### config.mk
export PLATFORM = sky130hd
export DESIGN_NAME = dma_loop_channel
export DESIGN_NICKNAME = d
export VERILOG_FILES = /design/src/rtl/dma_chan_pkg.sv /design/src/rtl/dma_req_gate.sv /design/src/rtl/dma_iter_ctr.sv /design/src/rtl/dma_hold_buf.sv /design/src/rtl/dma_loop_channel.sv
export SDC_FILE = /design/constraint.sdc
export NUM_CORES = 1
export LEC_CHECK = 0
export ABC_AREA = 1
export BUFFER_PORTS_ARGS = -buffer_cell sky130_fd_sc_hd__buf_2
export CORE_MARGIN = 4
export CORE_UTILIZATION = 55
export CTS_CLUSTER_DIAMETER = 60
export CTS_CLUSTER_SIZE = 10
export DETAILED_ROUTE_END_ITERATION = 8
export GPL_TIMING_DRIVEN = 0
export PLACE_DENSITY = 0.89
export SETUP_SLACK_MARGIN = 0.1
export SLEW_MARGIN = 10
export SYNTH_ARGS = -nofsm -noshare
export SYNTH_HDL_FRONTEND = slang
export SYNTH_SLANG_ARGS = --single-unit
### constraint.sdc
create_clock -name clk -period 6 [get_ports clk]
set_clock_uncertainty 0.15 [all_clocks]
set_input_delay 0.3 -clock clk [delete_from_list [all_inputs] [get_ports clk]]
set_output_delay 0.3 -clock clk [all_outputs]
set_load 0.02 [all_outputs]
### src/rtl/dma_chan_pkg.sv
package dma_chan_pkg;

    typedef enum logic [1:0] {
        ST_IDLE     = 2'd0,
        ST_READ     = 2'd1,
        ST_WRITE    = 2'd2,
        ST_LOOP_END = 2'd3
    } chan_state_e;

    // Beat size code to byte count; an illegal code yields 0.
    function automatic logic [2:0] size_to_bytes(input logic [1:0] code);
        logic [2:0] n;
        case (code)
            2'd0:    n = 3'd1;
            2'd1:    n = 3'd2;
            2'd2:    n = 3'd4;
            default: n = 3'd0;
        endcase
        return n;
    endfunction

endpackage

### src/rtl/dma_req_gate.sv
module dma_req_gate (
    input  logic clk,
    input  logic rst_n,
    input  logic erq_set,
    input  logic erq_clr,
    input  logic hw_req,
    input  logic block,
    input  logic take,
    input  logic flush,
    output logic erq,
    output logic pend
);

    // Clear has priority over set.
    always_ff @(posedge clk or negedge rst_n) begin
        if (!rst_n)       erq <= 1'b0;
        else if (erq_clr) erq <= 1'b0;
        else if (erq_set) erq <= 1'b1;
    end

    // A fresh request wins over the consumption of the old one.
    always_ff @(posedge clk or negedge rst_n) begin
        if (!rst_n)                          pend <= 1'b0;
        else if (flush)                      pend <= 1'b0;
        else if (hw_req && erq && !block)    pend <= 1'b1;
        else if (take)                       pend <= 1'b0;
    end


    pend_needs_erq_chk: assert property (@(posedge clk) disable iff (!rst_n)
        $rose(pend) |-> $past(erq));

endmodule

### src/rtl/dma_iter_ctr.sv
module dma_iter_ctr #(
    parameter int ITW = 10
) (
    input  logic           clk,
    input  logic           rst_n,
    input  logic           load,
    input  logic           step,
    input  logic           done_clr,
    input  logic [ITW-1:0] biter,
    output logic           major,
    output logic           done
);

    logic [ITW-1:0] citer_q;

    assign major = step && (citer_q <= ITW'(1));

    always_ff @(posedge clk or negedge rst_n) begin
        if (!rst_n)      citer_q <= '0;
        else if (load)   citer_q <= biter;
        else if (step)   citer_q <= major ? biter : citer_q - ITW'(1);
    end

    always_ff @(posedge clk or negedge rst_n) begin
        if (!rst_n)        done <= 1'b0;
        else if (load)     done <= 1'b0;
        else if (major)    done <= 1'b1;
        else if (done_clr) done <= 1'b0;
    end


    done_reload_chk: assert property (@(posedge clk) disable iff (!rst_n)
        $rose(done) |-> (citer_q == biter));

endmodule

### src/rtl/dma_hold_buf.sv
module dma_hold_buf #(
    parameter int DW = 32,
    parameter int PW = 4
) (
    input  logic          clk,
    input  logic          rst_n,
    input  logic          wr_en,
    input  logic [PW-1:0] wr_pos,
    input  logic [2:0]    wr_bytes,
    input  logic [DW-1:0] wr_data,
    input  logic [PW-1:0] rd_pos,
    output logic [DW-1:0] rd_data
);

    localparam int NB = DW / 8;

    logic [DW-1:0] store;
    logic [DW-1:0] shifted;

    assign shifted = wr_data << {wr_pos, 3'b000};
    assign rd_data = store >> {rd_pos, 3'b000};

    for (genvar i = 0; i < NB; i++) begin : g_lane
        logic [7:0] lane_q;
        logic       hit;

        assign hit = wr_en
                  && ((PW+1)'(i) >= {1'b0, wr_pos})
                  && ((PW+1)'(i) <  ({1'b0, wr_pos} + (PW+1)'(wr_bytes)));

        always_ff @(posedge clk or negedge rst_n) begin
            if (!rst_n)   lane_q <= 8'h00;
            else if (hit) lane_q <= shifted[i*8 +: 8];
        end

        assign store[i*8 +: 8] = lane_q;
    end

endmodule

### src/rtl/dma_loop_channel.sv
module dma_loop_channel
    import dma_chan_pkg::*;
#(
    parameter int AW  = 32,
    parameter int DW  = 32,
    parameter int NBW = 16,
    parameter int ITW = 10,
    parameter int OFW = 16
) (
    input  logic           clk,
    input  logic           rst_n,
    input  logic           cfg_load,
    input  logic [AW-1:0]  cfg_saddr,
    input  logic [AW-1:0]  cfg_daddr,
    input  logic [OFW-1:0] cfg_soff,
    input  logic [OFW-1:0] cfg_doff,
    input  logic [1:0]     cfg_ssize,
    input  logic [1:0]     cfg_dsize,
    input  logic [NBW-1:0] cfg_nbytes,
    input  logic [AW-1:0]  cfg_slast,
    input  logic [AW-1:0]  cfg_dlast,
    input  logic [ITW-1:0] cfg_biter,
    input  logic           erq_set,
    input  logic           erq_clr,
    input  logic           hw_req,
    input  logic           done_clr,
    output logic           erq,
    output logic           done,
    output logic           err,
    output logic           mem_req,
    output logic           mem_we,
    output logic [AW-1:0]  mem_addr,
    output logic [1:0]     mem_size,
    output logic [DW-1:0]  mem_wdata,
    input  logic           mem_ack,
    input  logic [DW-1:0]  mem_rdata
);

    localparam int NB = DW / 8;
    localparam int PW = $clog2(NB) + 2;

    chan_state_e state_q, state_d;

    logic [AW-1:0]  sa_q, da_q;
    logic [NBW-1:0] left_q;
    logic [PW-1:0]  fill_q, drain_q;
    logic           err_q;

    logic [2:0]     sb, db, chunk;
    logic [PW-1:0]  fill_nx, drain_nx;
    logic [AW-1:0]  soff_x, doff_x;
    logic           misfit, pend, take, go, bad_start;
    logic           rd_beat, wr_beat, rd_full, wr_empty, loop_last;
    logic           step, major;
    logic [DW-1:0]  buf_out;

    assign sb       = size_to_bytes(cfg_ssize);
    assign db       = size_to_bytes(cfg_dsize);
    assign chunk    = (sb > db) ? sb : db;
    assign soff_x   = {{(AW-OFW){cfg_soff[OFW-1]}}, cfg_soff};
    assign doff_x   = {{(AW-OFW){cfg_doff[OFW-1]}}, cfg_doff};
    assign fill_nx  = fill_q + PW'(sb);
    assign drain_nx = drain_q + PW'(db);

    assign misfit = (sb == 3'd0) || (db == 3'd0)
                 || ((sa_q & (AW'(sb) - AW'(1))) != '0)
                 || ((da_q & (AW'(db) - AW'(1))) != '0)
                 || (cfg_nbytes == '0)
                 || ((cfg_nbytes & (NBW'(chunk) - NBW'(1))) != '0);

    assign take      = (state_q == ST_IDLE) && pend && !cfg_load;
    assign go        = take && !misfit;
    assign bad_start = take && misfit;
    assign rd_beat   = (state_q == ST_READ)  && mem_ack;
    assign wr_beat   = (state_q == ST_WRITE) && mem_ack;
    assign rd_full   = (fill_nx == PW'(chunk));
    assign wr_empty  = (drain_nx == PW'(chunk));
    assign loop_last = (left_q == NBW'(db));
    assign step      = (state_q == ST_LOOP_END);
    assign err       = err_q;

    dma_req_gate u_gate (
        .clk     (clk),
        .rst_n   (rst_n),
        .erq_set (erq_set),
        .erq_clr (erq_clr),
        .hw_req  (hw_req),
        .block   (err_q),
        .take    (take),
        .flush   (cfg_load),
        .erq     (erq),
        .pend    (pend)
    );

    dma_iter_ctr #(.ITW(ITW)) u_iter (
        .clk      (clk),
        .rst_n    (rst_n),
        .load     (cfg_load),
        .step     (step),
        .done_clr (done_clr),
        .biter    (cfg_biter),
        .major    (major),
        .done     (done)
    );

    dma_hold_buf #(.DW(DW), .PW(PW)) u_buf (
        .clk      (clk),
        .rst_n    (rst_n),
        .wr_en    (rd_beat),
        .wr_pos   (fill_q),
        .wr_bytes (sb),
        .wr_data  (mem_rdata),
        .rd_pos   (drain_q),
        .rd_data  (buf_out)
    );

    // Next-state logic
    always_comb begin
        state_d = state_q;
        unique case (state_q)
            ST_IDLE:     if (go) state_d = ST_READ;
            ST_READ:     if (rd_beat && rd_full) state_d = ST_WRITE;
            ST_WRITE:    if (wr_beat && wr_empty)
                             state_d = loop_last ? ST_LOOP_END : ST_READ;
            ST_LOOP_END: state_d = ST_IDLE;
        endcase
        if (cfg_load) state_d = ST_IDLE;
    end

    // State register
    always_ff @(posedge clk or negedge rst_n) begin
        if (!rst_n) state_q <= ST_IDLE;
        else        state_q <= state_d;
    end

    // Address, count and cursor registers
    always_ff @(posedge clk or negedge rst_n) begin
        if (!rst_n) begin
            sa_q    <= '0;
            da_q    <= '0;
            left_q  <= '0;
            fill_q  <= '0;
            drain_q <= '0;
            err_q   <= 1'b0;
        end else if (cfg_load) begin
            sa_q    <= cfg_saddr;
            da_q    <= cfg_daddr;
            left_q  <= '0;
            fill_q  <= '0;
            drain_q <= '0;
            err_q   <= 1'b0;
        end else begin
            if (bad_start) err_q <= 1'b1;
            if (go) begin
                left_q <= cfg_nbytes;
                fill_q <= '0;
            end
            if (rd_beat) begin
                sa_q   <= sa_q + soff_x;
                fill_q <= fill_nx;
                if (rd_full) drain_q <= '0;
            end
            if (wr_beat) begin
                da_q    <= da_q + doff_x;
                drain_q <= drain_nx;
                left_q  <= left_q - NBW'(db);
                if (wr_empty) fill_q <= '0;
            end
            if (major) begin
                sa_q <= sa_q + cfg_slast;
                da_q <= da_q + cfg_dlast;
            end
        end
    end

    // Memory port outputs
    always_comb begin
        mem_req   = 1'b0;
        mem_we    = 1'b0;
        mem_addr  = sa_q;
        mem_size  = cfg_ssize;
        mem_wdata = buf_out;
        unique case (state_q)
            ST_READ: begin
                mem_req = 1'b1;
            end
            ST_WRITE: begin
                mem_req  = 1'b1;
                mem_we   = 1'b1;
                mem_addr = da_q;
                mem_size = cfg_dsize;
            end
            default: begin
                mem_req = 1'b0;
            end
        endcase
    end


    mem_hold_chk: assert property (@(posedge clk) disable iff (!rst_n)
        (mem_req && !mem_ack && !cfg_load) |=>
        (mem_req && $stable(mem_addr) && $stable(mem_we)
                 && $stable(mem_size) && $stable(mem_wdata)));


    err_quiet_chk: assert property (@(posedge clk) disable iff (!rst_n)
        err |-> !mem_req);


    cursor_bound_chk: assert property (@(posedge clk) disable iff (!rst_n)
        (fill_q <= PW'(NB)) && (drain_q <= PW'(NB)));

endmodule

After elaboration in Yosys (flattened, before gate mapping)
Index checks and enable logic that the tools add are counted.
- equality and inequality tests: 13
- magnitude comparators: 10
- bitwise gates (word level): 3
- reduce and logical (&&, ||, !) cells: 49
- add/sub/neg operators: 12
- multiplexer cells: 44
- shift-type cells: 2
- operators by type and width (cell ; count):
    $mux 32 ; 7
    $add 32x32->32 ; 4
    $and 32x32->32 ; 2
    $reduce_bool 32->1 ; 2
    $mux 16 ; 3
    $mux 4 ; 9
    $shl 32x7->32 ; 1
    $shr 32x7->32 ; 1
    $mux 10 ; 3
    $reduce_bool 3->1 ; 7
    $logic_and 1x1->1 ; 19
    $pmux 3 s3 ; 2
    $and 16x16->16 ; 1
    $eq 16x3->1 ; 1
    $logic_not 16->1 ; 1
    $reduce_bool 16->1 ; 1
    $sub 16x3->16 ; 1
    $mux 1 ; 12
    $mux 2 ; 6
    $sub 3x1->4 const B ; 3
    $le 10x1->1 const B ; 1
    $lt 1x5->1 const A ; 2
    $lt 2x5->1 const A ; 2
    $sub 10x1->10 const B ; 1
    20 further kinds ; 41
- bits in registers: 136
- output and inout bits: 71
- input port bits: 230
- word-level logic and storage cells: 148

Longest topological paths before layout
- depth after elaboration: 16
- gate-level depth with buffers: 26
- mapped depth without buffers: 24

Cells and area by module
Synthesis repeated with hierarchy kept, for this count alone.
- cells, all modules: 2178
- area, all modules: 13686.9 um^2
- by module, submodules not included (module ; area each (um^2) ; cells each ; times used ; seq. area each (um^2)):
    dma_loop_channel ; 10025.9 ; 1609 ; 1 ; 2277.2
    dma_hold_buf ; 2696.3 ; 425 ; 1 ; 800.8
    dma_iter_ctr ; 882.1 ; 135 ; 1 ; 275.3
    dma_req_gate ; 82.6 ; 9 ; 1 ; 50.0

Worst setup path before layout
Ideal clock, no wire load.
- kind: register to register
- from: reg state_q[0]
- to: reg sa_q[18]
- stages on the path, launching flop included: 21
- data arrival time: 3.506 ns
- path slack: 2.279 ns
- buffers on the path: 2
- setup time: 0.065 ns
- data required time: 5.785 ns
- clock period less this slack: 3.721 ns
- cells stage by stage: dfrtp_1 ha_1 inv_1 nor4_1 nand2_1 inv_1 clkbuf_1 clkbuf_1 nand2_1 nand2_1 ha_1 inv_1 fa_1 o21ai_1 a21boi_0 o21ai_1 a21oi_1 or2_2 nand3_1 o211ai_1 nand2_1
- word-level cells in the longest chain between the ends: 4
- elaborated cells on any way between the ends: 7
- classes of those cells: 2 x eq/ne; 2 x mux; 3 x reduce/logical
- RTL lines (element ; line ; text):
    start: declaration ; dma_loop_channel.sv:42 ; chan_state_e state_q, state_d;
    start signal: assignment ; dma_loop_channel.sv:133 ; else state_q <= state_d;
    $eq 2x2->1 ; dma_loop_channel.sv:79 ; assign step = (state_q == ST_LOOP_END);
    $logic_and 1x1->1 ; dma_iter_ctr.sv:16 ; assign major = step && (citer_q <= ITW'(1));
    $mux 32 ; dma_loop_channel.sv:169 ; if (major) begin
    $mux 32 ; dma_loop_channel.sv:145 ; end else if (cfg_load) begin
    end signal: assignment ; dma_loop_channel.sv:146 ; sa_q <= cfg_saddr;
    end signal: assignment ; dma_loop_channel.sv:159 ; sa_q <= sa_q + soff_x;
    end signal: assignment ; dma_loop_channel.sv:170 ; sa_q <= sa_q + cfg_slast;
    end: declaration ; dma_loop_channel.sv:44 ; logic [AW-1:0] sa_q, da_q;
Parallel ways exist; a longest one is shown, timed or not.
A chain may end at the register's enable or synchronous reset.

Worst setup path in the final report
- from: reg u_iter.citer_q[0]
- to: reg sa_q[30]
- word-level cells in the longest chain between the ends: 4
- elaborated cells on any way between the ends: 5
- classes of those cells: 1 x order compare; 2 x mux; 2 x reduce/logical
- RTL lines (element ; line ; text):
    start: declaration ; dma_iter_ctr.sv:14 ; logic [ITW-1:0] citer_q;
    start signal: assignment ; dma_iter_ctr.sv:20 ; else if (load) citer_q <= biter;
    start signal: assignment ; dma_iter_ctr.sv:21 ; else if (step) citer_q <= major ? biter : citer_q - ITW'(1);
    $le 10x1->1 (*) ; dma_iter_ctr.sv:16 ;
    $logic_and 1x1->1 (*) ; dma_iter_ctr.sv:16 ;
    $mux 32 ; dma_loop_channel.sv:169 ;
    $mux 32 ; dma_loop_channel.sv:145 ;
Every way passes the cells marked *; elsewhere a longest branch is shown, timed or not.

==> flow_summary.json <==
{
  "grt-ovfl-total": 0,
  "cts_setup_buffers": 0,
  "relSlewSlack_pct": 38.83,
  "final_common_cell": "nand2_1",
  "syn_area_um2": 13000,
  "rr_worst_depth": 20,
  "clockRootBuffer": "clkbuf_16",
  "crit_chain": "inv_1 > ha_1 > nor2_1 > nor2_1 > nand2_1 > clkbuf_1 > clkbuf_1 > nand2_1 > nand2_1 > ha_1 > inv_1 > fa_1 > o21ai_1 > a21boi_0 > o21ai_1 > nand3_1 > nand3_1 > nand3_1 > o211ai_1 > o21ai_0",
  "grt_max_degree": 78,
  "layout.cells.non_filler": 2757,
  "setup.reg_to_reg.worst_slack_ps": 540,
  "hold_violations": 1,
  "hold_slack_ps": -2.991,
  "fin_crit_sh_pct": 90.96,
  "yosys.area.top_type": "dfrtp_1",
  "areaGrowthSynthToFinish_pct": 22.51,
  "synthTopCellsByArea": "dfrtp_1 26%, nand2_1 16%, o21ai_0 9.4%",
  "ios": 301,
  "fill_cells": 2162,
  "period_needed_ps": 5458,
  "leakagePower_nw": 8.321,
  "htreeDepth": 4,
  "ys_seq_area_share_pct": 26.17,
  "gr-usage-all-layers_pct": 38.35,
  "fmax_ghz": 0.1832,
  "whs_path_depth": 3,
  "critPathMaxStageDelay_ps": 690,
  "rr_startpoint": "u_iter.citer_q[0]",
  "worst_ep_arrival_time_ps": 5610,
  "routed_wirelength_um": 52350,
  "core-area_um2": 23330,
  "tightest_slew_ps": 917.6,
  "power_density_nw_per_um2": 442.3,
  "rsz0062_at_grt": "false",
  "die_x_um": 161.8,
  "wl_per_cell_um": 18.99,
  "synth_warnings": 0,
  "clock_latency_ps": 450,
  "dr.pass1.iters": 8,
  "initial_utilization_pct": 55.73,
  "vias": 16220,
  "dp.cells": 2685,
  "yosys.area.top_type_share_pct": 26.17,
  "die_h_um": 161.8,
  "num_rows": 56,
  "cp_max_fo": 10,
  "hold_class": "in -> reg",
  "antenna_left": 0,
  "vdd_drop_max_mv": 0.3080,
  "synth_edf_count": 0,
  "avgSynthCellArea_um2": 6.297,
  "cts.sinks": 136,
  "numCtsBuffers": 17,
  "hpwlAfterDp_um": 41830,
  "synth_ff_type": "dfrtp_1",
  "tns_ps": 0,
  "critPathCaptureType": "register",
  "drc_errors": 0,
  "synth_cell_types": 55,
  "max_cap_violations": 0,
  "cts_tree": "yes",
  "io_buffer_count": 300,
  "final_cell_mix": "571 x nand2_1, 309 x buf_2, 247 x inv_1",
  "post_route_cells_drive_above_1_share_pct": 15.92,
  "r2r_end": "sa_q[30]",
  "status": "finished, violations left",
  "clk_path_buf_depth": 2,
  "dieArea_um2": 26170,
  "start_kind": "register",
  "hold_end": "sa_q[0]",
  "place_congestion": 1.061,
  "drv_slew": 0,
  "min_from": "cfg_saddr[0]",
  "violations": "negative hold slack",
  "critical_path_required_ps": 6150,
  "final-setup-viol-count": 0,
  "power.total_mw": 7.046,
  "avgViaCountPerCell": 5.884,
  "worstSetupStartpoint": "u_iter.citer_q[0]",
  "clk_pin_slew_worst_paths_ps": 70,
  "drt_iter0_drc": 1761,
  "grt_pass1_vias": 15450,
  "syn_nets": 2374,
  "async_flop_share_pct": 100.0,
  "crit_slowest_cell": "clkbuf_1",
  "antenna_found_initial": 1,
  "netlist_instances": 2065,
  "yosys_register_bits": 136,
  "crit_type": "reg -> reg",
  "nets": 2733,
  "grt_pass1_wl_um": 79670
}
-- worst max-delay path by stage --
stage	endpoint	slack, ps	depth (start not counted)
detailed placement	sa_q[18]	670	20
CTS	sa_q[30]	610	20
global route	sa_q[30]	390	20
floorplan	sa_q[18]	2280	20
global placement	sa_q[18]	650	20
finish	sa_q[30]	540	20
-- repair_timing --
action,in CTS,in global routing
endpoints found under the hold margin,96,0
setup endpoints to repair,0,1
resized for setup,0,2
hold buffers,39,0
-- power breakdown --
| group | total [mW] | switching (mW) | internal, mW | leakage [nW] |
|---|---|---|---|---|
| combinational | 4.35 | 2.86 | 1.48 | 6.35 |
| sequential | 1.60 | 0.337 | 1.26 | 1.68 |
| clock | 1.10 | 0.538 | 0.565 | 0.292 |
| total | 7.05 | 3.74 | 3.31 | 8.32 |
-- stage by stage --
stage               util [%]  hold WS (ps)  instance area, um^2  setup slack (ps)
global route           68.26         8.082                15930             387.8
CTS                    68.26        0.3293                15930             608.4
floorplan                  -        -145.6                13000              2279
detailed placement     64.02         177.0                14940             666.8
global placement       63.88         303.5                14900             647.8
finish                 68.28        -2.991                15930             542.4
-- cell families after synthesis --
| kind of cell | count (synthesis) | share of synthesized area, % |
|---|---|---|
| AOI/OAI and AO/OA | 554 | 24.67 |
| adders and majority gates | 79 | 7.717 |
| and+or+nand+nor | 932 | 29.39 |
| DFF | 136 | 26.17 |
| buffers and inverters | 330 | 9.766 |
| xor gates and xnor gates | 34 | 2.290 |
-- synthesized netlist by cell type (2+ instances only) --
master    number
nand2_1      571
o21bai_1      10
inv_1        247
a211oi_1       4
xor2_1        19
o22ai_1       20
buf_2         10
o32a_1         4
ha_1          77
xnor2_1       15
nor3_1        20
a22o_1         6
nand3_2        3
clkbuf_1      57
o211ai_1      46
o21ai_2        3
a21oi_1      114
nand3b_1       3
o21a_1         5
o21ai_1       24
o32ai_1       10
o31ai_1        2
nand4_1       12
a21oi_2        2
nor2_1       186
a31oi_1       13
o21ai_0      244
nor3b_1        2
nand3_1       99
clkinv_1       2
buf_6          2
and3_1         2
a21boi_0       4
o221ai_1       3
nor4_1         6
or2_2          8
buf_1          3
dfrtp_1      136
a22oi_1       21
nor2_2         4
nand2_2       10
a21o_1        15
fa_1           2
inv_2          8
-- routing by layer --
metal,global-route usage [%],part of all wire (%),vias up
met3,7.079,10,207
met4,22.41,6.5,2
met2,63.70,46,1039
met1,46.67,37,7359
li1,-,-,7616
met5,0,0.023,-
-- layout make-up --
class	instances	area, um^2	area share [%]
Antenna cell	1	2.502	0.01571
Buffer	73	306.5	1.924
Clock buffer	17	425.4	2.670
Clock inverter	15	172.7	1.084
Inverter	257	964.7	6.056
Multi-Input combinational cell	1599	8330	52.29
Sequential cell	136	3403	21.36
Tap cell	319	399.1	2.505
Timing Repair Buffer	340	1926	12.09
-- worst max-delay path: cells and delay by family (launching register included) --
| kind | cells | cell delay, ps |
|---|---|---|
| buffers and inverters | 4 | 1410 |
| AOI/OAI and AO/OA | 5 | 1260 |
| and+or+nand+nor | 8 | 1280 |
| adders and majority gates | 3 | 820 |
| DFF | 1 | 380 |
-- registers in the layout (all words and copies together) (netlist names) --
signal	count
u_gate.pend	1
state_q	2
err	1
left_q	16
da_q	32
u_iter.done	1
u_gate.erq	1
drain_q	4
u_iter.citer_q	10
sa_q	32
fill_q	4
u_buf.g_lane.lane_q	32
No activity file was read; power rests on OpenSTA's default activity.
